==> config.mk <==
export PLATFORM = sky130hd
export DESIGN_NAME = i2cDirCtl
export DESIGN_NICKNAME = d
export VERILOG_FILES = /design/src/rtl/i2cDirPkg.sv /design/src/rtl/i2cDirDatapath.sv /design/src/rtl/i2cDirControl.sv /design/src/rtl/i2cDirCtl.sv
export SDC_FILE = /design/constraint.sdc
export NUM_CORES = 1
export LEC_CHECK = 0
export CAP_MARGIN = 0
export CORE_MARGIN = 2
export CORE_UTILIZATION = 44
export CTS_BUF_LIST = sky130_fd_sc_hd__clkbuf_16
export DETAILED_ROUTE_END_ITERATION = 16
export PLACE_DENSITY = 0.7
export RECOVER_POWER = 50
export SLEW_MARGIN = 20
export SYNTH_ARGS = -nofsm -noshare
export SYNTH_HDL_FRONTEND = slang
export SYNTH_SLANG_ARGS = --single-unit
==> constraint.sdc <==
create_clock -name clk -period 2.7 [get_ports clk]
set_input_delay 0.405 -clock clk [delete_from_list [all_inputs] [get_ports clk]]
set_output_delay 0.405 -clock clk [all_outputs]
set_load 0.1 [all_outputs]
==> src/rtl/i2cDirPkg.sv <==
package i2cDirPkg;
  // strobes from the control unit to the datapath
  typedef struct packed {
    logic loadShift;  // copy data buffer into shifter
    logic shiftOut;   // advance shifter after a transmitted bit
    logic shiftIn;    // shift sampled SDA in on SCL rise
    logic captureRx;  // copy received byte into data buffer
    logic sclLow;     // pull SCL low
    logic sdaLow;     // pull SDA low
  } dpCtrl_t;
endpackage

==> src/rtl/i2cDirDatapath.sv <==
module i2cDirDatapath
  import i2cDirPkg::*;
#(
  parameter int QTR_DIV = 4,
  parameter int BYTE_W  = 8
) (
  input  logic              clk,
  input  logic              rstN,
  input  logic              sclIn,
  input  logic              sdaIn,
  input  logic              dataWr,
  input  logic [BYTE_W-1:0] dataWrData,
  input  dpCtrl_t           ctrl,
  output logic              tick,
  output logic              sdaS,
  output logic              sclRise,
  output logic              sclFall,
  output logic              startDet,
  output logic              stopDet,
  output logic              shMsb,
  output logic [BYTE_W-1:0] rxByte,
  output logic [BYTE_W-1:0] dataBuf,
  output logic              sclOe,
  output logic              sdaOe
);
  localparam int CW = (QTR_DIV > 1) ? $clog2(QTR_DIV) : 1;

  logic [1:0] sclSync, sdaSync;
  logic sclS, sclPrev, sdaPrev;
  logic [CW-1:0] divCnt;
  logic [BYTE_W-1:0] shReg;

  always_ff @(posedge clk or negedge rstN) begin
    if (!rstN) begin
      sclSync <= 2'b11;
      sdaSync <= 2'b11;
      sclPrev <= 1'b1;
      sdaPrev <= 1'b1;
    end else begin
      sclSync <= {sclSync[0], sclIn};
      sdaSync <= {sdaSync[0], sdaIn};
      sclPrev <= sclS;
      sdaPrev <= sdaS;
    end
  end

  assign sclS     = sclSync[1];
  assign sdaS     = sdaSync[1];
  assign sclRise  = sclS & ~sclPrev;
  assign sclFall  = ~sclS & sclPrev;
  assign startDet = sclS & sclPrev & sdaPrev & ~sdaS;
  assign stopDet  = sclS & sclPrev & ~sdaPrev & sdaS;

  always_ff @(posedge clk or negedge rstN) begin
    if (!rstN) divCnt <= '0;
    else if (tick) divCnt <= '0;
    else divCnt <= divCnt + 1'b1;
  end
  assign tick = (divCnt == CW'(QTR_DIV - 1));

  always_ff @(posedge clk or negedge rstN) begin
    if (!rstN) begin
      shReg   <= '0;
      dataBuf <= '0;
    end else begin
      if (ctrl.loadShift) shReg <= dataBuf;
      else if (ctrl.shiftOut) shReg <= {shReg[BYTE_W-2:0], 1'b0};
      else if (ctrl.shiftIn) shReg <= {shReg[BYTE_W-2:0], sdaS};
      if (dataWr) dataBuf <= dataWrData;
      else if (ctrl.captureRx) dataBuf <= shReg;
    end
  end

  assign shMsb  = shReg[BYTE_W-1];
  assign rxByte = shReg;
  assign sclOe  = ctrl.sclLow;
  assign sdaOe  = ctrl.sdaLow;
endmodule

==> src/rtl/i2cDirControl.sv <==
module i2cDirControl
  import i2cDirPkg::*;
#(
  parameter int ADDR_W = 7,
  parameter int CTL_W  = 5
) (
  input  logic              clk,
  input  logic              rstN,
  input  logic              ctlWr,
  input  logic [CTL_W-1:0]  ctlWrData,
  input  logic              addrWr,
  input  logic [ADDR_W-1:0] addrWrData,
  input  logic              tick,
  input  logic              sdaS,
  input  logic              sclRise,
  input  logic              sclFall,
  input  logic              startDet,
  input  logic              stopDet,
  input  logic              shMsb,
  input  logic [ADDR_W:0]   rxByte,
  output dpCtrl_t           ctrl,
  output logic              mstOut,
  output logic              trxOut,
  output logic              busBusy,
  output logic              pending,
  output logic              ackEn
);
  localparam int BITS = ADDR_W + 1;           // address plus R/W
  localparam int CNT_W = $clog2(BITS + 2);

  typedef enum logic [2:0] {M_IDLE, M_START, M_BIT, M_HOLD, M_STOP, M_LOST} mState_t;
  typedef enum logic [2:0] {S_IDLE, S_ADDR, S_EVAL, S_ACKW, S_ACKD, S_WAIT} sState_t;

  mState_t mState;
  sState_t sState;
  logic [1:0] q;
  logic [CNT_W-1:0] bitIdx, sCnt;
  logic sclDrv, sdaDrv, sSda, ackSeen, rwSent, stopPend;
  logic [ADDR_W-1:0] ownAddr;

  logic wrOk, startCmd, stopCmd, genWr, masterBitDone, arbLoss, matchNow, slvEn, slvAckDone;

  assign wrOk     = ctlWr && !stopPend;
  assign startCmd = wrOk && !busBusy && mState == M_IDLE && ctlWrData[4:1] == 4'b1111;
  assign stopCmd  = wrOk && busBusy && mState == M_HOLD && ctlWrData[4:1] == 4'b1101;
  assign genWr    = wrOk && !startCmd && !stopCmd;
  assign masterBitDone = mState == M_BIT && tick && q == 2'd3 && bitIdx == CNT_W'(BITS);
  assign arbLoss  = mState == M_BIT && tick && q == 2'd2 && bitIdx < CNT_W'(BITS) && !sdaDrv && !sdaS;
  assign matchNow = (rxByte[ADDR_W:1] == ownAddr) || (rxByte == '0);
  assign slvEn    = !mstOut && mState == M_IDLE;
  assign slvAckDone = sState == S_ACKD && sclFall;

  always_comb begin
    ctrl.loadShift = startCmd;
    ctrl.shiftOut  = mState == M_BIT && tick && q == 2'd3;
    ctrl.shiftIn   = sState == S_ADDR && sclRise;
    ctrl.captureRx = sState == S_EVAL && matchNow;
    ctrl.sclLow    = sclDrv;
    ctrl.sdaLow    = sdaDrv | sSda;
  end

  // flags and registers
  always_ff @(posedge clk or negedge rstN) begin
    if (!rstN) begin
      mstOut <= 1'b0; trxOut <= 1'b0; busBusy <= 1'b0; pending <= 1'b0;
      ackEn <= 1'b0; stopPend <= 1'b0; ownAddr <= '0;
    end else begin
      if (addrWr) ownAddr <= addrWrData;
      if (startDet) busBusy <= 1'b1;
      else if (stopDet) busBusy <= 1'b0;
      if (stopCmd) stopPend <= 1'b1;
      else if (stopDet) stopPend <= 1'b0;
      if (startCmd || genWr) ackEn <= ctlWrData[0];
      if (arbLoss) mstOut <= 1'b0;
      else if (startCmd) mstOut <= 1'b1;
      else if (genWr) mstOut <= ctlWrData[4];
      if (stopDet || arbLoss) trxOut <= 1'b0;
      else if (startCmd) trxOut <= 1'b1;
      else if (masterBitDone && ackSeen) trxOut <= ~rwSent;
      else if (sState == S_EVAL && matchNow) trxOut <= rxByte[0];
      else if (genWr) trxOut <= ctlWrData[3];
      if (startCmd) pending <= 1'b0;
      else if (masterBitDone || slvAckDone) pending <= 1'b1;
      else if (genWr && ctlWrData[1]) pending <= 1'b0;
    end
  end

  // master sequencer: four quarter ticks per SCL period
  always_ff @(posedge clk or negedge rstN) begin
    if (!rstN) begin
      mState <= M_IDLE; q <= '0; bitIdx <= '0;
      sclDrv <= 1'b0; sdaDrv <= 1'b0; ackSeen <= 1'b0; rwSent <= 1'b0;
    end else begin
      case (mState)
        M_IDLE: if (startCmd) begin mState <= M_START; q <= '0; end
        M_START: if (tick) begin
          if (q == 2'd0) begin sdaDrv <= 1'b1; q <= 2'd1; end
          else begin sclDrv <= 1'b1; mState <= M_BIT; q <= '0; bitIdx <= '0; end
        end
        M_BIT: if (tick) begin
          q <= q + 2'd1;
          case (q)
            2'd0: begin
              sdaDrv <= (bitIdx < CNT_W'(BITS)) ? ~shMsb : 1'b0;
              if (bitIdx == CNT_W'(BITS - 1)) rwSent <= shMsb;
            end
            2'd1: sclDrv <= 1'b0;
            2'd2: begin
              if (arbLoss) begin mState <= M_LOST; sdaDrv <= 1'b0; end
              if (bitIdx == CNT_W'(BITS)) ackSeen <= !sdaS;
            end
            default: begin
              sclDrv <= 1'b1;
              bitIdx <= bitIdx + 1'b1;
              if (bitIdx == CNT_W'(BITS)) begin mState <= M_HOLD; sdaDrv <= 1'b0; end
            end
          endcase
        end
        M_HOLD: if (stopCmd) begin mState <= M_STOP; q <= '0; end
        M_STOP: if (tick) begin
          q <= q + 2'd1;
          if (q == 2'd0) sdaDrv <= 1'b1;
          else if (q == 2'd1) sclDrv <= 1'b0;
          else begin sdaDrv <= 1'b0; mState <= M_IDLE; end
        end
        default: begin mState <= M_IDLE; sclDrv <= 1'b0; sdaDrv <= 1'b0; end
      endcase
    end
  end

  // slave address receiver
  always_ff @(posedge clk or negedge rstN) begin
    if (!rstN) begin
      sState <= S_IDLE; sCnt <= '0; sSda <= 1'b0;
    end else if (stopDet) begin
      sState <= S_IDLE; sSda <= 1'b0;
    end else if (startDet && slvEn) begin
      sState <= S_ADDR; sCnt <= '0; sSda <= 1'b0;
    end else begin
      case (sState)
        S_ADDR: if (sclRise) begin
          sCnt <= sCnt + 1'b1;
          if (sCnt == CNT_W'(BITS - 1)) sState <= S_EVAL;
        end
        S_EVAL: sState <= matchNow ? S_ACKW : S_WAIT;
        S_ACKW: if (sclFall) begin sSda <= ackEn; sState <= S_ACKD; end
        S_ACKD: if (sclFall) begin sSda <= 1'b0; sState <= S_WAIT; end
        default: ;
      endcase
    end
  end

  p_sda_hold_r2: assert property (@(posedge clk) disable iff (!rstN)
    (mState == M_BIT && !sclDrv && $past(!sclDrv)) |-> $stable(sdaDrv));
  p_master_dir_r3: assert property (@(posedge clk) disable iff (!rstN)
    (masterBitDone && ackSeen) |=> trxOut == !$past(rwSent));
  p_nack_keep_r4: assert property (@(posedge clk) disable iff (!rstN)
    (masterBitDone && !ackSeen) |=> $stable(trxOut));
  p_slave_dir_r5: assert property (@(posedge clk) disable iff (!rstN)
    (sState == S_EVAL && matchNow) |=> trxOut == $past(rxByte[0]));
  p_no_ack_miss_r7: assert property (@(posedge clk) disable iff (!rstN)
    (sState == S_EVAL && !matchNow) |=> !sSda && $stable(trxOut));
  p_busy_set_r8: assert property (@(posedge clk) disable iff (!rstN) startDet |=> busBusy);
  p_busy_clr_r8: assert property (@(posedge clk) disable iff (!rstN) stopDet |=> !busBusy);
  p_trx_stop_r9: assert property (@(posedge clk) disable iff (!rstN) stopDet |=> !trxOut);
  p_lost_r10: assert property (@(posedge clk) disable iff (!rstN)
    arbLoss |=> (!mstOut && !trxOut && !sclDrv && !sdaDrv));
  p_stop_ignore_r11: assert property (@(posedge clk) disable iff (!rstN)
    (stopPend && ctlWr) |=> ($stable(ackEn) && $stable(mstOut)));
  p_pend_start_r12: assert property (@(posedge clk) disable iff (!rstN) startCmd |=> !pending);
endmodule

==> src/rtl/i2cDirCtl.sv <==
module i2cDirCtl
  import i2cDirPkg::*;
#(
  parameter int QTR_DIV = 4
) (
  input  logic       clk,
  input  logic       rstN,
  input  logic       ctlWr,
  input  logic [4:0] ctlWrData,
  input  logic       dataWr,
  input  logic [7:0] dataWrData,
  input  logic       addrWr,
  input  logic [6:0] addrWrData,
  input  logic       sclIn,
  input  logic       sdaIn,
  output logic       sclOe,
  output logic       sdaOe,
  output logic       mstOut,
  output logic       trxOut,
  output logic       busBusy,
  output logic       pending,
  output logic       ackEn,
  output logic [7:0] dataBuf,
  output logic       irq
);
  localparam int ADDR_W = 7;
  localparam int BYTE_W = ADDR_W + 1;

  dpCtrl_t ctrl;
  logic tick, sdaS, sclRise, sclFall, startDet, stopDet, shMsb;
  logic [BYTE_W-1:0] rxByte;

  i2cDirDatapath #(.QTR_DIV(QTR_DIV), .BYTE_W(BYTE_W)) dp (
    .clk(clk), .rstN(rstN), .sclIn(sclIn), .sdaIn(sdaIn),
    .dataWr(dataWr), .dataWrData(dataWrData), .ctrl(ctrl),
    .tick(tick), .sdaS(sdaS), .sclRise(sclRise), .sclFall(sclFall),
    .startDet(startDet), .stopDet(stopDet), .shMsb(shMsb), .rxByte(rxByte),
    .dataBuf(dataBuf), .sclOe(sclOe), .sdaOe(sdaOe)
  );

  i2cDirControl #(.ADDR_W(ADDR_W), .CTL_W(5)) ctl (
    .clk(clk), .rstN(rstN), .ctlWr(ctlWr), .ctlWrData(ctlWrData),
    .addrWr(addrWr), .addrWrData(addrWrData), .tick(tick), .sdaS(sdaS),
    .sclRise(sclRise), .sclFall(sclFall), .startDet(startDet), .stopDet(stopDet),
    .shMsb(shMsb), .rxByte(rxByte), .ctrl(ctrl), .mstOut(mstOut), .trxOut(trxOut),
    .busBusy(busBusy), .pending(pending), .ackEn(ackEn)
  );

  assign irq = pending;
endmodule

# --- Word-level counts from Yosys, hierarchy flattened ---
# Index checks and enable logic that the tools add are counted.
word_totals:
  output_inout_bits: 16
  input_bits: 27
  ff_bits: 58
op_classes:
  n_addsub: 4
  muxes: 78
  reduce_logical: 65
  n_eq_ne: 41
  bitwise: 16
  n_lt_le_gt_ge: 1
op_table:
  columns: ["cell", "count"]
  rows:
  - ["3-bit two-way mux", 17]
  - ["8-bit two-way mux", 5]
  - ["1-bit two-way mux", 34]
  - ["4-bit two-way mux", 7]
  - ["1-bit logical AND", 23]
  - ["2-bit by 1-bit != test with 1-bit output (second input constant)", 8]
  - ["3-bit case mux with 5 select lines", 1]
  - ["5-bit AND reduction", 3]
  - ["2-bit != test (second input constant)", 7]
  - ["3-bit by 2-bit == test with 1-bit output (second input constant)", 4]
  - ["4-bit == test (second input constant)", 3]
  - ["3-bit case mux with 4 select lines", 1]
  - ["2-bit nonzero test", 6]
  - ["11-bit AND reduction", 1]
  - ["2-bit two-way mux", 5]
  - ["9-bit AND reduction", 1]
  - ["3-bit nonzero test", 3]
  - ["4-bit by 1-bit adder with 4-bit output (second input constant)", 2]
  - ["4-bit by 3-bit == test with 1-bit output (second input constant)", 2]
  - ["8-bit zero test", 1]
  - ["4-bit by 2-bit != test with 1-bit output (second input constant)", 2]
  - ["1-bit NOT", 8]
  - ["1-bit case mux with 4 select lines", 2]
  - ["2-bit case mux with 4 select lines", 1]
  - ["other kinds (30)", 58]

# --- Longest topological paths before layout ---
# Gate-level depths: netlist of run 1.
depth:
  depth_word: 13
  mapped_depth: 9

# --- Hierarchy ---
# From an unflattened synthesis of run 1, not the netlist that was laid out.
unflattened:
  cells_unflattened: 332
  area_unflattened_um2: 3313.2
modules_own_cells:
  columns: ["mod", "n_inst", "area_each_um2", "cells_per_inst"]
  rows:
  - ["i2cDirControl", 1, 2227.1, 241]
  - ["i2cDirDatapath", 1, 1078.5, 90]
  - ["i2cDirCtl", 1, 7.5, 1]

# --- Least setup slack after synthesis of run 1 ---
# Ideal clock, no wire load.
synth_timing:
  kind: "register to register"
  startpoint: "register ctl.busBusy"
  endpoint: "register ctl.mState[0]"
  t_arrival_ns: 2.201
  setup_slack_ns: 0.374
  setup_time_ns: 0.125
  stages_incl_launch_ff: 6
  synth_period_minus_slack_ns: 2.326
  path_cell_list: "dfrtp_1 -> nand3b_1 -> o21bai_1 -> o211ai_4 -> nor3_1 -> mux2_2"
synth_between:
  elab_chain_len: 6
  word_cells_on_any_way: 10
synth_rtl:
  columns: ["element", "line", "source"]
  rows:
  - ["start: declaration", "i2cDirControl.sv:24", "output logic busBusy,"]
  - ["start signal: assignment", "i2cDirControl.sv:65", "mstOut <= 1'b0; trxOut <= 1'b0; busBusy <= 1'b0; pending <= 1'b0;"]
  - ["start signal: assignment", "i2cDirControl.sv:69", "if (startDet) busBusy <= 1'b1;"]
  - ["start signal: assignment", "i2cDirControl.sv:70", "else if (stopDet) busBusy <= 1'b0;"]
  - ["1-bit zero test", "i2cDirControl.sv:44", "assign startCmd = wrOk && !busBusy && mState == M_IDLE && ctlWrData[4:1] == 4'b1111;"]
  - ["1-bit logical AND (3 in series)", "i2cDirControl.sv:44", null]
  - ["2-bit by 1-bit != test with 1-bit output (no line)", null, null]
  - ["11-bit AND reduction (no line) (*)", null, null]
  - ["end signal: assignment", "i2cDirControl.sv:91", "mState <= M_IDLE; q <= '0; bitIdx <= '0;"]
  - ["end signal: assignment", "i2cDirControl.sv:95", "M_IDLE: if (startCmd) begin mState <= M_START; q <= '0; end"]
  - ["end signal: assignment", "i2cDirControl.sv:98", "else begin sclDrv <= 1'b1; mState <= M_BIT; q <= '0; bitIdx <= '0; end"]
  - ["end: declaration", "i2cDirControl.sv:34", "mState_t mState;"]
# Every way passes the cells marked *; elsewhere a longest branch is shown, timed or not.
# A chain may end at the register's enable or synchronous reset.

# --- Final worst setup path of run 1 ---
layout_timing:
  startpoint: "register dp.divCnt[0]"
  endpoint: "register dp.shReg[7] (netlist: dp.rxByte[7])"
layout_between:
  elab_chain_len: 5
  word_cells_on_any_way: 6
layout_rtl:
  columns: ["element", "line", "source"]
  rows:
  - ["start: declaration", "i2cDirDatapath.sv:30", "logic [CW-1:0] divCnt;"]
  - ["start signal: assignment", "i2cDirDatapath.sv:57", "else divCnt <= divCnt + 1'b1;"]
  - ["2-bit == test (*)", "i2cDirDatapath.sv:59", "assign tick = (divCnt == CW'(QTR_DIV - 1));"]
  - ["1-bit logical AND (*) (2 in series)", "i2cDirControl.sv:55", "ctrl.shiftOut = mState == M_BIT && tick && q == 2'd3;"]
  - ["8-bit two-way mux", "i2cDirDatapath.sv:67", "else if (ctrl.shiftOut) shReg <= {shReg[BYTE_W-2:0], 1'b0};"]
  - ["8-bit two-way mux", "i2cDirDatapath.sv:66", "if (ctrl.loadShift) shReg <= dataBuf;"]
  - ["end signal: assignment", "i2cDirDatapath.sv:66", null]
  - ["end signal: assignment", "i2cDirDatapath.sv:67", null]
  - ["end signal: assignment", "i2cDirDatapath.sv:68", "else if (ctrl.shiftIn) shReg <= {shReg[BYTE_W-2:0], sdaS};"]
  - ["end: declaration", "i2cDirDatapath.sv:31", "logic [BYTE_W-1:0] shReg;"]
# Marks and branches as above.

==> metrics.txt, run 1 <==
# TYPE chip_impl_metric gauge
chip_impl_info{name="status",value="complete, but fails checks"} 1
chip_impl_info{name="failing_checks",value="capacitance limit"} 1
chip_impl_metric{name="final-seq-area",unit="µm²"} 1460
chip_impl_metric{name="net-switching-power",unit="µW"} 1480
chip_impl_metric{name="cap_viol_max_count",unit=""} 1
chip_impl_info{name="yosys.area.top_type",value="sky130_fd_sc_hd__dfrtp_1"} 1
chip_impl_metric{name="post-layout-total-power",unit="µW"} 3890
chip_impl_metric{name="layout_min_cycle_time",unit="ns"} 2.25
chip_impl_metric{name="synth.ff_latch_count",unit=""} 58
chip_impl_metric{name="total_clock_buffers_created_by_cts",unit=""} 9
chip_impl_metric{name="critical_path_arrival",unit="ns"} 2.43
chip_impl_metric{name="ant_nets",unit=""} 0
chip_impl_metric{name="synth_simple_gate_area_share",unit=""} 0.195
chip_impl_metric{name="crit_buf_inv",unit=""} 1
chip_impl_metric{name="worst-path-max-fanout",unit=""} 14
chip_impl_metric{name="detail_route.drc_violations",unit=""} 0
chip_impl_info{name="synthTopCellsByArea",value="sky130_fd_sc_hd__dfrtp_1 (39%), sky130_fd_sc_hd__mux2_2 (5.1%), sky130_fd_sc_hd__dfstp_2 (4.8%), sky130_fd_sc_hd__nor2_1 (4.3%), sky130_fd_sc_hd__ha_1 (3.0%)"} 1
chip_impl_metric{name="number_of_antenna_violations_at_the_first_check_in_global_routing",unit=""} 0
chip_impl_info{name="hp-class",value="reg -> reg"} 1
chip_impl_metric{name="internal-power",unit="µW"} 2410
chip_impl_metric{name="floorplan.initialDensity",unit=""} 0.454
chip_impl_metric{name="final_core_utilization",unit=""} 0.553
chip_impl_metric{name="finalSetupTns",unit="ns"} 0
chip_impl_metric{name="max-slew-margin-rel",unit=""} 0.00620
chip_impl_metric{name="global_route.usage.met2",unit=""} 0.287
chip_impl_info{name="worstPathCellList",value="ha_1 -> clkbuf_1 -> and3b_2 -> and2_1 -> or3_1 -> nor2_1 -> a21oi_1"} 1
chip_impl_metric{name="post_synth.cell_area_avg",unit="µm²"} 9.98
chip_impl_metric{name="ctsResizeCount",unit=""} 0
chip_impl_metric{name="clock_latency",unit="ns"} 0.32
chip_impl_info{name="path_delay_family",value="simple AND/OR/NAND/NOR gates"} 1
chip_impl_metric{name="nFillCells",unit=""} 662
chip_impl_metric{name="overflow",unit=""} 0
chip_impl_metric{name="yosysUniqueCellTypes",unit=""} 63
chip_impl_metric{name="viasPerCell",unit=""} 5.57
chip_impl_metric{name="power.switching_fraction",unit=""} 0.380
chip_impl_metric{name="wire_length_of_the_first_global_routing_pass",unit="mm"} 12.5
chip_impl_metric{name="finalCritPeriodShare",unit=""} 0.834
chip_impl_metric{name="via_count_of_the_routed_design",unit=""} 2649
chip_impl_metric{name="grt_use_total",unit=""} 0.189
chip_impl_info{name="critical_path_class",value="reg -> reg"} 1
chip_impl_metric{name="synthArstFlopShare",unit=""} 1.00
chip_impl_metric{name="clk_pin_slew_worst_paths",unit="ns"} 0.05
chip_impl_metric{name="clock_network_fraction_of_design_power",unit=""} 0.304
chip_impl_info{name="critPathLaunchType",value="register"} 1
chip_impl_metric{name="grt.met3_usage",unit=""} 0.0342
chip_impl_metric{name="synth_warnings",unit=""} 0
chip_impl_metric{name="globalplace.congestion",unit=""} 0.855
chip_impl_metric{name="post-cts-setup-buffers",unit=""} 0
chip_impl_metric{name="final_nets",unit=""} 407
chip_impl_metric{name="flow.area_growth_from_synthesis",unit="%"} 21.8
chip_impl_metric{name="number_of_standard_cells_after_synthesis",unit=""} 330
chip_impl_metric{name="port_buffers",unit=""} 42
chip_impl_metric{name="routed_wl",unit="mm"} 7.33
chip_impl_metric{name="power.leakage",unit="µW"} 0.00164
chip_impl_metric{name="power.sequential.fraction",unit=""} 0.344
chip_impl_metric{name="final-setup-viol-count",unit=""} 0
chip_impl_metric{name="chip_height",unit="µm"} 90.5
chip_impl_metric{name="cts-hold-fix-buffers",unit=""} 0
chip_impl_metric{name="timing.clock.skew",unit="ns"} 0.00784
chip_impl_metric{name="number_of_nets_in_the_synthesized_netlist",unit=""} 365
chip_impl_metric{name="wire_per_inst",unit="µm"} 15.4
chip_impl_info{name="clock-root-buffer",value="sky130_fd_sc_hd__clkbuf_16"} 1
chip_impl_metric{name="number_of_synthesized_flops_with_an_enable_pin",unit=""} 0
chip_impl_metric{name="drt-initial-drc-count",unit=""} 120
chip_impl_metric{name="use_met1",unit=""} 0.266
chip_impl_metric{name="dpl.hpwl",unit="mm"} 5.14
chip_impl_metric{name="yosys.area.top_type_share",unit=""} 0.395
chip_impl_metric{name="timing.reg2reg.worst_path_depth",unit=""} 7
chip_impl_metric{name="synth_xor_area_frac",unit=""} 0.0319
chip_impl_metric{name="cellPowerDensity",unit="nW/µm²"} 969
chip_impl_metric{name="drive_above_1_share",unit=""} 0.183
chip_impl_metric{name="power.share.combinational",unit=""} 0.352
chip_impl_metric{name="numClockSinks",unit=""} 58
chip_impl_metric{name="drt-pass1-iter-count",unit=""} 4
chip_impl_info{name="grt_busiest_layer",value="met2"} 1
chip_impl_metric{name="cts_buffer_depth",unit=""} 2
chip_impl_metric{name="overall_die_area",unit="µm²"} 8200
chip_impl_metric{name="synth_compound_gate_area_share",unit=""} 0.162
chip_impl_metric{name="num_antenna_cells",unit=""} 0
chip_impl_metric{name="ios",unit=""} 43
chip_impl_metric{name="synth_seq_area_share",unit=""} 0.443
chip_impl_info{name="setup.worst_path.end_class",value="register"} 1
chip_impl_metric{name="area_of_the_core",unit="µm²"} 7250
chip_impl_info{name="cts_tree",value="done"} 1
chip_impl_metric{name="vdd.ir_drop.worst",unit="V"} 0.000413
chip_impl_metric{name="max_slew.worst_pin.slew",unit="ns"} 1.49
chip_impl_info{name="rsz_0062_raised_after_global_routing",value="false"} 1
chip_impl_info{name="synth_top_family_by_area",value="simple AND/OR/NAND/NOR gates"} 1
chip_impl_metric{name="synthMuxAreaShare",unit=""} 0.0817
chip_impl_metric{name="crit_path_max_incr_delay",unit="ns"} 0.53
chip_impl_metric{name="report.final.slew_viol_count",unit=""} 0
chip_impl_metric{name="required_time_at_the_endpoint_of_the_critical_path",unit="ns"} 2.88
chip_impl_info{name="cell_at_the_slowest_stage_of_the_critical_path",value="sky130_fd_sc_hd__or3_1"} 1
chip_impl_metric{name="timing.hold.worst_path_depth",unit=""} 0
chip_impl_metric{name="timing.critical_path.depth",unit=""} 7
chip_impl_metric{name="finalHoldViolCount",unit=""} 0
chip_impl_metric{name="first_global_vias",unit=""} 2533
chip_impl_metric{name="number_of_placement_rows",unit=""} 31
chip_impl_metric{name="clock_tree.htree_level_count",unit=""} 3
chip_impl_metric{name="combined_area_of_the_multi_input_logic_cells",unit="µm²"} 1660
chip_impl_info{name="yosys_most_used_dff",value="sky130_fd_sc_hd__dfrtp_1"} 1
chip_impl_metric{name="pin_count_of_the_biggest_net_entering_global_routing",unit=""} 31
chip_impl_metric{name="synth_area",unit="µm²"} 3290
chip_impl_metric{name="die_w",unit="µm"} 90.5
chip_impl_metric{name="synthAdderAreaFrac",unit=""} 0.0304
chip_impl_metric{name="max_freq",unit="MHz"} 444
[worst register-to-register path: cells and delay by family, from the launching register on]
family,cells,cell delay (ns)
compound gates,1,0.05
fa+ha+maj,1,0.22
buf+inv,1,0.24
simple gates,4,1.22
flops,1,0.37
[cells in the final DEF, fill, tap and decap left out, drive strengths merged, types with 7 or more instances in the layout]
cell and instances:
dfrtp 52, nor2 38, clkdlybuf4s50 23, o21ai 19
buf 19, a21oi 19, inv 16, nand2 16
mux2 15, clkbuf 12, nand3 11, mux2i 10
a31oi 10, ha 8, nor3 8, xor2 7
[cells by family after synthesis]
logic type / count (synthesis)
muxes: 25
and+or+nand+nor: 118
DFF: 58
xor gates and xnor gates: 12
buffers and inverters: 31
AOI/OAI and AO/OA: 78
adders and majority gates: 8
[synth_stat cells, types with 2 or more instances]
| library cell | n |
|---|---|
| sky130_fd_sc_hd__or2_2 | 2 |
| sky130_fd_sc_hd__o21bai_1 | 2 |
| sky130_fd_sc_hd__nor2_1 | 38 |
| sky130_fd_sc_hd__dfstp_2 | 6 |
| sky130_fd_sc_hd__nand2b_1 | 4 |
| sky130_fd_sc_hd__or3_1 | 4 |
| sky130_fd_sc_hd__mux2_2 | 15 |
| sky130_fd_sc_hd__xor2_1 | 7 |
| sky130_fd_sc_hd__and2_1 | 4 |
| sky130_fd_sc_hd__o31ai_1 | 3 |
| sky130_fd_sc_hd__o22ai_1 | 2 |
| sky130_fd_sc_hd__nand3_1 | 11 |
| sky130_fd_sc_hd__nor4_1 | 3 |
| sky130_fd_sc_hd__o31a_1 | 2 |
| sky130_fd_sc_hd__o21ai_0 | 19 |
| sky130_fd_sc_hd__nor3_1 | 8 |
| sky130_fd_sc_hd__a21oi_1 | 18 |
| sky130_fd_sc_hd__a31oi_1 | 10 |
| sky130_fd_sc_hd__xnor2_1 | 5 |
| sky130_fd_sc_hd__mux2i_1 | 10 |
| sky130_fd_sc_hd__clkbuf_1 | 6 |
| sky130_fd_sc_hd__a221oi_1 | 2 |
| sky130_fd_sc_hd__inv_1 | 15 |
| sky130_fd_sc_hd__nand2_1 | 16 |
| sky130_fd_sc_hd__nor2b_1 | 4 |
| sky130_fd_sc_hd__nand3b_1 | 6 |
| sky130_fd_sc_hd__dfrtp_1 | 52 |
| sky130_fd_sc_hd__buf_6 | 2 |
| sky130_fd_sc_hd__nor4b_1 | 2 |
| sky130_fd_sc_hd__o21a_1 | 3 |
| sky130_fd_sc_hd__and2b_2 | 2 |
| sky130_fd_sc_hd__clkbuf_8 | 4 |
| sky130_fd_sc_hd__ha_1 | 8 |
| sky130_fd_sc_hd__nand4_1 | 4 |
| sky130_fd_sc_hd__buf_4 | 3 |
[metal layers]
layer,part of all wire,vias up
li1,-,1279
met1,0.48,1288
met2,0.46,67
met3,0.040,15
met4,0.021,0
met5,0,-
[flip-flops by register name, summed over array words and instances (netlist names), 2 cells and up]
name	flops
dp.dataBuf	8
dp.rxByte	8
ctl.ownAddr	7
ctl.bitIdx	4
ctl.sCnt	4
ctl.mState	3
ctl.sState	3
ctl.q	2
dp.divCnt	2
dp.sclSync	2
dp.sdaSync	2
[path summary, 6_finish.rpt]
| path | slack, ns | to | start |
|---|---|---|---|
| worst min-delay path | 0.36 | dp.sdaSync[1] | dp.sdaSync[0] |
| worst max register to register | 0.45 | dp.rxByte[7] | dp.divCnt[0] |
| worst max-delay path | 0.45 | dp.rxByte[7] | dp.divCnt[0] |
| min in group asynchronous | 0.43 | ctl.q[0] | rstN |
| worst min register to register | 0.36 | dp.sdaSync[1] | dp.sdaSync[0] |
| max in group asynchronous | 0.79 | ctl.rwSent | rstN |
[stage by stage]
step                hold WS [ns]  worst slack [ns]  cell area [µm²]  std cells
floorplan                  0.109             0.374             3290        330
global placement           0.346             0.342             3720        460
detailed placement         0.347             0.270             3720        460
CTS                        0.137             0.512             4030        476
global route               0.363             0.257             4010        476
finish                     0.360             0.448             4010        476
[power groups by stage]
stage | Clock, µW | Combinational [µW] | Sequential [µW]
final | 1180 | 1370 | 1340
after global routing | 1230 | 1500 | 1370
after CTS | 1200 | 1380 | 1330
after detailed placement | 0 | 1350 | 1350
after global placement | 0 | 1320 | 1340
after floorplan | 0 | 1030 | 1400
[final cells by class]
class / count / area share
multi-input cells: 241 / 0.413
repair buffers: 47 / 0.101
clock buffers: 9 / 0.0561
inverters: 15 / 0.0140
well taps: 99 / 0.0309
clock inverters: 7 / 0.0212
flip-flops and latches: 58 / 0.364
(Power assumes the default switching activity.)
==> run 2: changes to the inputs <==
--- a/config.mk
+++ b/config.mk
@@ -10,7 +10,7 @@
 export CORE_UTILIZATION = 44
 export CTS_BUF_LIST = sky130_fd_sc_hd__clkbuf_16
 export DETAILED_ROUTE_END_ITERATION = 16
-export PLACE_DENSITY = 0.7
+export PLACE_DENSITY = 0.72
 export RECOVER_POWER = 50
 export SLEW_MARGIN = 20
 export SYNTH_ARGS = -nofsm -noshare
==> constraint.sdc (replaced) <==
create_clock -name clk -period 1.95 [get_ports clk]
set_input_delay 0.2925 -clock clk [delete_from_list [all_inputs] [get_ports clk]]
set_output_delay 0.2925 -clock clk [all_outputs]
set_load 0.1 [all_outputs]
==> run 2 against run 1 <==
The flow finishes with violations (setup timing). Count of clock-buffer cells in the layout unchanged. Critical path depth is 1 lower. Core utilization up 5.3 points. Maximum frequency up 15%. First-iteration DRC count grew 20%. Non-clock buffer count rose by 43. Final cell count grew 9.0%. Largest cell class unchanged. Register-to-register slack got worse by 0.46 ns.
==> metrics.txt, run 2 (synthesized netlist as in run 1, its figures left out) <==
# TYPE chip_impl_metric gauge
chip_impl_info{name="status",value="complete, but fails checks"} 1
chip_impl_info{name="failing_checks",value="setup timing"} 1
chip_impl_metric{name="first_global_vias",unit=""} 2896
chip_impl_info{name="cts_tree",value="done"} 1
chip_impl_metric{name="number_of_antenna_violations_at_the_first_check_in_global_routing",unit=""} 0
chip_impl_metric{name="cts_buffer_depth",unit=""} 2
chip_impl_metric{name="routed_wl",unit="mm"} 8.14
chip_impl_metric{name="post-route-cell-area",unit="µm²"} 4390
chip_impl_metric{name="grt_use_total",unit=""} 0.213
chip_impl_metric{name="vdd.ir_drop.worst",unit="V"} 0.000517
chip_impl_metric{name="report.final.slew_viol_count",unit=""} 0
chip_impl_info{name="critPathLaunchType",value="register"} 1
chip_impl_metric{name="pin_count_of_the_biggest_net_entering_global_routing",unit=""} 28
chip_impl_metric{name="required_time_at_the_endpoint_of_the_critical_path",unit="ns"} 2.16
chip_impl_metric{name="drt-initial-drc-count",unit=""} 144
chip_impl_metric{name="detail_route.drc_violations",unit=""} 0
chip_impl_metric{name="clock_tree.htree_level_count",unit=""} 3
chip_impl_metric{name="critical_path_arrival",unit="ns"} 2.16
chip_impl_metric{name="via_count_of_the_routed_design",unit=""} 2853
chip_impl_metric{name="numClockSinks",unit=""} 58
chip_impl_metric{name="dpl.hpwl",unit="mm"} 5.98
chip_impl_metric{name="pre_cts_slack",unit="ns"} -0.192
chip_impl_metric{name="power.leakage",unit="µW"} 0.00185
chip_impl_metric{name="flow.area_growth_from_synthesis",unit="%"} 33.4
chip_impl_metric{name="chip_height",unit="µm"} 90.5
chip_impl_metric{name="ios",unit=""} 43
chip_impl_metric{name="final.hold.worst_slack",unit="ns"} 0.362
chip_impl_metric{name="drive_above_1_share",unit=""} 0.293
chip_impl_metric{name="globalplace.congestion",unit=""} 0.900
chip_impl_metric{name="overflow",unit=""} 0
chip_impl_info{name="setup.worst_path.end_class",value="register"} 1
chip_impl_metric{name="viasPerCell",unit=""} 5.50
chip_impl_metric{name="drt-pass1-iter-count",unit=""} 4
chip_impl_metric{name="layout_min_cycle_time",unit="ns"} 1.96
chip_impl_metric{name="final_critical_path_setup_slack",unit="ns"} -0.00790
chip_impl_metric{name="post-cts-setup-buffers",unit=""} 0
chip_impl_metric{name="wire_per_inst",unit="µm"} 15.7
chip_impl_info{name="final_common_cell",value="sky130_fd_sc_hd__buf_4"} 1
chip_impl_metric{name="area_of_the_core",unit="µm²"} 7250
chip_impl_metric{name="die_w",unit="µm"} 90.5
chip_impl_metric{name="finalSetupTns",unit="ns"} -0.00790
chip_impl_metric{name="placed_cell_area",unit="µm²"} 4060
chip_impl_metric{name="port_buffers",unit=""} 42
chip_impl_info{name="rsz_0062_raised_after_global_routing",value="true"} 1
chip_impl_metric{name="cap_viol_max_count",unit=""} 0
chip_impl_metric{name="stdcell_count",unit=""} 519
chip_impl_metric{name="finalCritPeriodShare",unit=""} 1.00
chip_impl_metric{name="total_clock_buffers_created_by_cts",unit=""} 9
chip_impl_metric{name="worst-path-max-fanout",unit=""} 3
chip_impl_metric{name="max_slew.worst_pin.slew",unit="ns"} 1.04
chip_impl_metric{name="ant_nets",unit=""} 0
chip_impl_metric{name="final-setup-viol-count",unit=""} 1
chip_impl_metric{name="nFillCells",unit=""} 624
chip_impl_metric{name="timing.clock.skew",unit="ns"} 0.00730
chip_impl_metric{name="cellPowerDensity",unit="nW/µm²"} 1320
chip_impl_metric{name="number_of_placement_rows",unit=""} 31
chip_impl_info{name="mostFrequentLayoutCells",value="sky130_fd_sc_hd__buf_4 (60), sky130_fd_sc_hd__dfrtp_1 (50), sky130_fd_sc_hd__nor2_1 (37), sky130_fd_sc_hd__clkdlybuf4s50_1 (23), sky130_fd_sc_hd__o21ai_0 (19)"} 1
chip_impl_info{name="clock-root-buffer",value="sky130_fd_sc_hd__clkbuf_16"} 1
chip_impl_metric{name="max_freq",unit="MHz"} 511
chip_impl_metric{name="clk_pin_slew_worst_paths",unit="ns"} 0.05
chip_impl_metric{name="overall_die_area",unit="µm²"} 8200
chip_impl_metric{name="finalHoldViolCount",unit=""} 0
chip_impl_metric{name="max-slew-margin-rel",unit=""} 0.307
chip_impl_metric{name="wire_length_of_the_first_global_routing_pass",unit="mm"} 14.0
chip_impl_metric{name="floorplan.initialDensity",unit=""} 0.454
chip_impl_metric{name="place.detailed.instances",unit=""} 502
chip_impl_info{name="hp-class",value="reg -> reg"} 1
chip_impl_info{name="critical_path_class",value="reg -> reg"} 1
chip_impl_metric{name="final_nets",unit=""} 450
chip_impl_metric{name="clock_latency",unit="ns"} 0.33
chip_impl_metric{name="num_antenna_cells",unit=""} 0
## run 2: path summary, 6_finish.rpt
check                               from             to  slack (ns)  cells after the start
setup / recovery            dp.divCnt[0]  ctl.mState[0]      -0.008                      6
hold / removal             dp.sdaSync[0]  dp.sdaSync[1]        0.36                      0
setup reg to reg            dp.divCnt[0]  ctl.mState[0]      -0.008                      6
hold reg to reg            dp.sdaSync[0]  dp.sdaSync[1]        0.36                      0
max in group asynchronous           rstN  dp.sdaSync[0]        0.42                      3
min in group asynchronous           rstN     ctl.sclDrv        0.67                      2
## run 2: metal layers
layer / vias to the layer above / global-route usage / routed length, µm
met1: 1410 / 0.272 / 3680
met3: 16 / 0.0484 / 318
li1: 1363 / - / -
met4: 0 / 0.0833 / 159
met5: - / 0 / 0
met2: 64 / 0.350 / 3990
## run 2: layout make-up
type                            count  area, µm²  share of cell area
Timing Repair Buffer               90        758               0.173
Inverter                           15       56.3              0.0128
Tap cell                           99        124              0.0282
Multi-Input combinational cell    241       1710               0.388
Sequential cell                    58       1460               0.333
Clock inverter                      7       61.3              0.0140
Clock buffer                        9        225              0.0513
## run 2: repair_timing
item,4_1_cts,5_1_grt
endpoints found under the setup margin,4,17
endpoints found under the hold margin,14,0
gates resized for setup,1,10
pin swaps,0,0
hold buffers,1,0
## run 2: power by group
group / internal [µW] / switching, µW
logic: 1170 / 1400
registers: 1460 / 242
clock network: 971 / 548
total: 3600 / 2190
## run 2: per-stage QoR
stage,util,power (µW)
after detailed placement,0.559,4200
after floorplan,-,3370
after global routing,0.606,6120
after CTS,0.601,5740
after global placement,0.559,4130
final,0.606,5790
## run 2: worst max-delay path, stage by stage, from the launching register on
cell                      delay (ns)
sky130_fd_sc_hd__dfrtp_1        0.35
sky130_fd_sc_hd__ha_2           0.18
sky130_fd_sc_hd__or4b_4         0.48
sky130_fd_sc_hd__a21oi_4        0.15
sky130_fd_sc_hd__o22ai_2        0.10
sky130_fd_sc_hd__nor3_2         0.20
sky130_fd_sc_hd__mux2_2         0.37
==> run 3: changes to the inputs <==
--- a/config.mk
+++ b/config.mk
@@ -5,13 +5,12 @@
 export SDC_FILE = /design/constraint.sdc
 export NUM_CORES = 1
 export LEC_CHECK = 0
-export CAP_MARGIN = 0
+export CAP_MARGIN = 20
 export CORE_MARGIN = 2
 export CORE_UTILIZATION = 44
 export CTS_BUF_LIST = sky130_fd_sc_hd__clkbuf_16
 export DETAILED_ROUTE_END_ITERATION = 16
 export PLACE_DENSITY = 0.72
-export RECOVER_POWER = 50
 export SLEW_MARGIN = 20
 export SYNTH_ARGS = -nofsm -noshare
 export SYNTH_HDL_FRONTEND = slang
==> run 3 against run 2 <==
The run still ends with setup timing left. Sequential cell count unchanged. Maximum frequency about the same. Worst hold slack worse by 0.0024 ns. Clock power about the same. Core utilization up 0.069 points. Via count down 0.91%. Wire length about the same. Power about the same. First-iteration DRC count down 1.4%.
==> metrics.txt, run 3 (synthesized netlist as in run 1, its figures left out) <==
# TYPE chip_impl_metric gauge
chip_impl_info{name="status",value="complete, but fails checks"} 1
chip_impl_info{name="failing_checks",value="setup timing"} 1
chip_impl_info{name="mostFrequentLayoutCells",value="sky130_fd_sc_hd__buf_4 (61), sky130_fd_sc_hd__dfrtp_1 (50), sky130_fd_sc_hd__nor2_1 (37), sky130_fd_sc_hd__clkdlybuf4s50_1 (25), sky130_fd_sc_hd__o21ai_0 (19)"} 1
chip_impl_metric{name="overflow",unit=""} 0
chip_impl_metric{name="final-setup-viol-count",unit=""} 1
chip_impl_metric{name="crit_path_max_incr_delay",unit="ns"} 0.48
chip_impl_metric{name="ios",unit=""} 43
chip_impl_metric{name="pin_count_of_the_biggest_net_entering_global_routing",unit=""} 28
chip_impl_metric{name="report.final.slew_viol_count",unit=""} 0
chip_impl_metric{name="post-cts-setup-buffers",unit=""} 0
chip_impl_info{name="clock-root-buffer",value="sky130_fd_sc_hd__clkbuf_16"} 1
chip_impl_metric{name="clk_pin_slew_worst_paths",unit="ns"} 0.05
chip_impl_metric{name="wire_length_of_the_first_global_routing_pass",unit="mm"} 14.0
chip_impl_metric{name="clock_tree.htree_level_count",unit=""} 3
chip_impl_metric{name="drive_above_1_share",unit=""} 0.300
chip_impl_metric{name="numClockSinks",unit=""} 58
chip_impl_metric{name="final_critical_path_setup_slack",unit="ns"} -0.00835
chip_impl_metric{name="combined_area_of_the_multi_input_logic_cells",unit="µm²"} 1710
chip_impl_metric{name="globalplace.congestion",unit=""} 0.900
chip_impl_info{name="cell_at_the_slowest_stage_of_the_critical_path",value="sky130_fd_sc_hd__or4b_4"} 1
chip_impl_metric{name="finalCritPeriodShare",unit=""} 1.00
chip_impl_metric{name="placed_cell_area",unit="µm²"} 4060
chip_impl_metric{name="port_buffers",unit=""} 42
chip_impl_metric{name="via_count_of_the_routed_design",unit=""} 2827
chip_impl_metric{name="final.hold.worst_slack",unit="ns"} 0.359
chip_impl_metric{name="stdcell_count",unit=""} 519
chip_impl_metric{name="final_nets",unit=""} 450
chip_impl_metric{name="number_of_antenna_violations_at_the_first_check_in_global_routing",unit=""} 0
chip_impl_metric{name="timing.clock.skew",unit="ns"} 0.00676
chip_impl_metric{name="viasPerCell",unit=""} 5.45
chip_impl_metric{name="max-slew-margin-rel",unit=""} 0.709
chip_impl_metric{name="cap_viol_max_count",unit=""} 0
chip_impl_metric{name="power.leakage",unit="µW"} 0.00186
chip_impl_metric{name="post-route-cell-area",unit="µm²"} 4400
chip_impl_info{name="final_common_cell",value="sky130_fd_sc_hd__buf_4"} 1
chip_impl_metric{name="drt-initial-drc-count",unit=""} 142
chip_impl_metric{name="cts_buffer_depth",unit=""} 2
chip_impl_metric{name="area_of_the_core",unit="µm²"} 7250
chip_impl_info{name="hp-class",value="reg -> reg"} 1
chip_impl_metric{name="layout_min_cycle_time",unit="ns"} 1.96
chip_impl_metric{name="floorplan.initialDensity",unit=""} 0.454
chip_impl_metric{name="final-seq-area",unit="µm²"} 1460
chip_impl_metric{name="critical_path_arrival",unit="ns"} 2.17
chip_impl_metric{name="routed_wl",unit="mm"} 8.14
chip_impl_metric{name="overall_die_area",unit="µm²"} 8200
chip_impl_metric{name="flow.area_growth_from_synthesis",unit="%"} 33.5
chip_impl_metric{name="number_of_placement_rows",unit=""} 31
chip_impl_metric{name="vdd.ir_drop.worst",unit="V"} 0.000518
chip_impl_info{name="path_delay_family",value="simple AND/OR/NAND/NOR gates"} 1
chip_impl_info{name="critPathLaunchType",value="register"} 1
chip_impl_info{name="rsz_0062_raised_after_global_routing",value="true"} 1
chip_impl_metric{name="num_antenna_cells",unit=""} 0
chip_impl_metric{name="drt-pass1-iter-count",unit=""} 4
chip_impl_metric{name="wire_per_inst",unit="µm"} 15.7
chip_impl_metric{name="place.detailed.instances",unit=""} 502
chip_impl_metric{name="grt_use_total",unit=""} 0.213
chip_impl_metric{name="pre_cts_slack",unit="ns"} -0.192
chip_impl_metric{name="finalHoldViolCount",unit=""} 0
chip_impl_metric{name="required_time_at_the_endpoint_of_the_critical_path",unit="ns"} 2.16
chip_impl_metric{name="clock_latency",unit="ns"} 0.33
chip_impl_metric{name="crit_buf_inv",unit=""} 0
chip_impl_metric{name="detail_route.drc_violations",unit=""} 0
chip_impl_info{name="critical_path_class",value="reg -> reg"} 1
chip_impl_metric{name="finalSetupTns",unit="ns"} -0.00835
chip_impl_metric{name="max_slew.worst_pin.slew",unit="ns"} 0.436
chip_impl_metric{name="worst-path-max-fanout",unit=""} 3
chip_impl_metric{name="ant_nets",unit=""} 0
chip_impl_info{name="cts_tree",value="done"} 1
chip_impl_metric{name="die_w",unit="µm"} 90.5
chip_impl_metric{name="cellPowerDensity",unit="nW/µm²"} 1320
chip_impl_metric{name="dpl.hpwl",unit="mm"} 5.98
chip_impl_metric{name="max_freq",unit="MHz"} 511
chip_impl_metric{name="nFillCells",unit=""} 621
chip_impl_info{name="setup.worst_path.end_class",value="register"} 1
chip_impl_info{name="worstPathCellList",value="ha_2 -> or4b_4 -> a21oi_4 -> o22ai_2 -> nor3_2 -> mux2_2"} 1
chip_impl_metric{name="first_global_vias",unit=""} 2896
chip_impl_metric{name="total_clock_buffers_created_by_cts",unit=""} 9
chip_impl_metric{name="chip_height",unit="µm"} 90.5
[run 3: routing by layer]
| metal | vias to the layer above | part of all wire | routed length, µm | track usage |
|---|---|---|---|---|
| met4 | 0 | 0.020 | 163 | 0.0833 |
| met5 | - | 0 | 0 | 0 |
| met1 | 1383 | 0.45 | 3680 | 0.272 |
| met2 | 63 | 0.49 | 3960 | 0.350 |
| met3 | 16 | 0.042 | 340 | 0.0484 |
| li1 | 1365 | - | - | - |
[run 3: through the flow]
step | power, µW | utilization
floorplan | 3370 | -
global placement | 4130 | 0.559
detailed placement | 4200 | 0.559
CTS | 5740 | 0.601
global route | 6120 | 0.607
finish | 5790 | 0.607
[run 3: power by group]
group / switching [µW] / internal (µW)
clock network: 551 / 971
registers: 242 / 1460
logic: 1400 / 1170
[run 3: what timing repair did]
action / CTS / global route
setup endpoints to repair: 4 / 17
hold buffers: 1 / 0
endpoints found under the hold margin: 14 / 0
gates resized for setup: 1 / 10
[run 3: path summary, 6_finish.rpt]
check | start | end | slack, ns | cells after the start
setup reg to reg | dp.divCnt[0] | ctl.mState[0] | -0.008 | 6
min in group asynchronous | rstN | ctl.sclDrv | 0.44 | 2
max in group asynchronous | rstN | dp.sdaSync[0] | 0.87 | 3
hold reg to reg | dp.sclSync[0] | dp.sclSync[1] | 0.36 | 0
hold / removal | dp.sclSync[0] | dp.sclSync[1] | 0.36 | 0
setup / recovery | dp.divCnt[0] | ctl.mState[0] | -0.008 | 6
[run 3: worst register-to-register path, cell delays in order, from the launching register on]
cell                      delay [ns]
sky130_fd_sc_hd__dfrtp_1        0.35
sky130_fd_sc_hd__ha_2           0.18
sky130_fd_sc_hd__or4b_4         0.48
sky130_fd_sc_hd__a21oi_4        0.15
sky130_fd_sc_hd__o22ai_2        0.10
sky130_fd_sc_hd__nor3_2         0.20
sky130_fd_sc_hd__mux2_2         0.37
[run 3: layout make-up]
cell class / count / area share
Multi-Input combinational cell: 241 / 0.388
Sequential cell: 58 / 0.333
Timing Repair Buffer: 90 / 0.173
Clock buffer: 9 / 0.0512
Tap cell: 99 / 0.0282
Clock inverter: 7 / 0.0139
Inverter: 15 / 0.0128
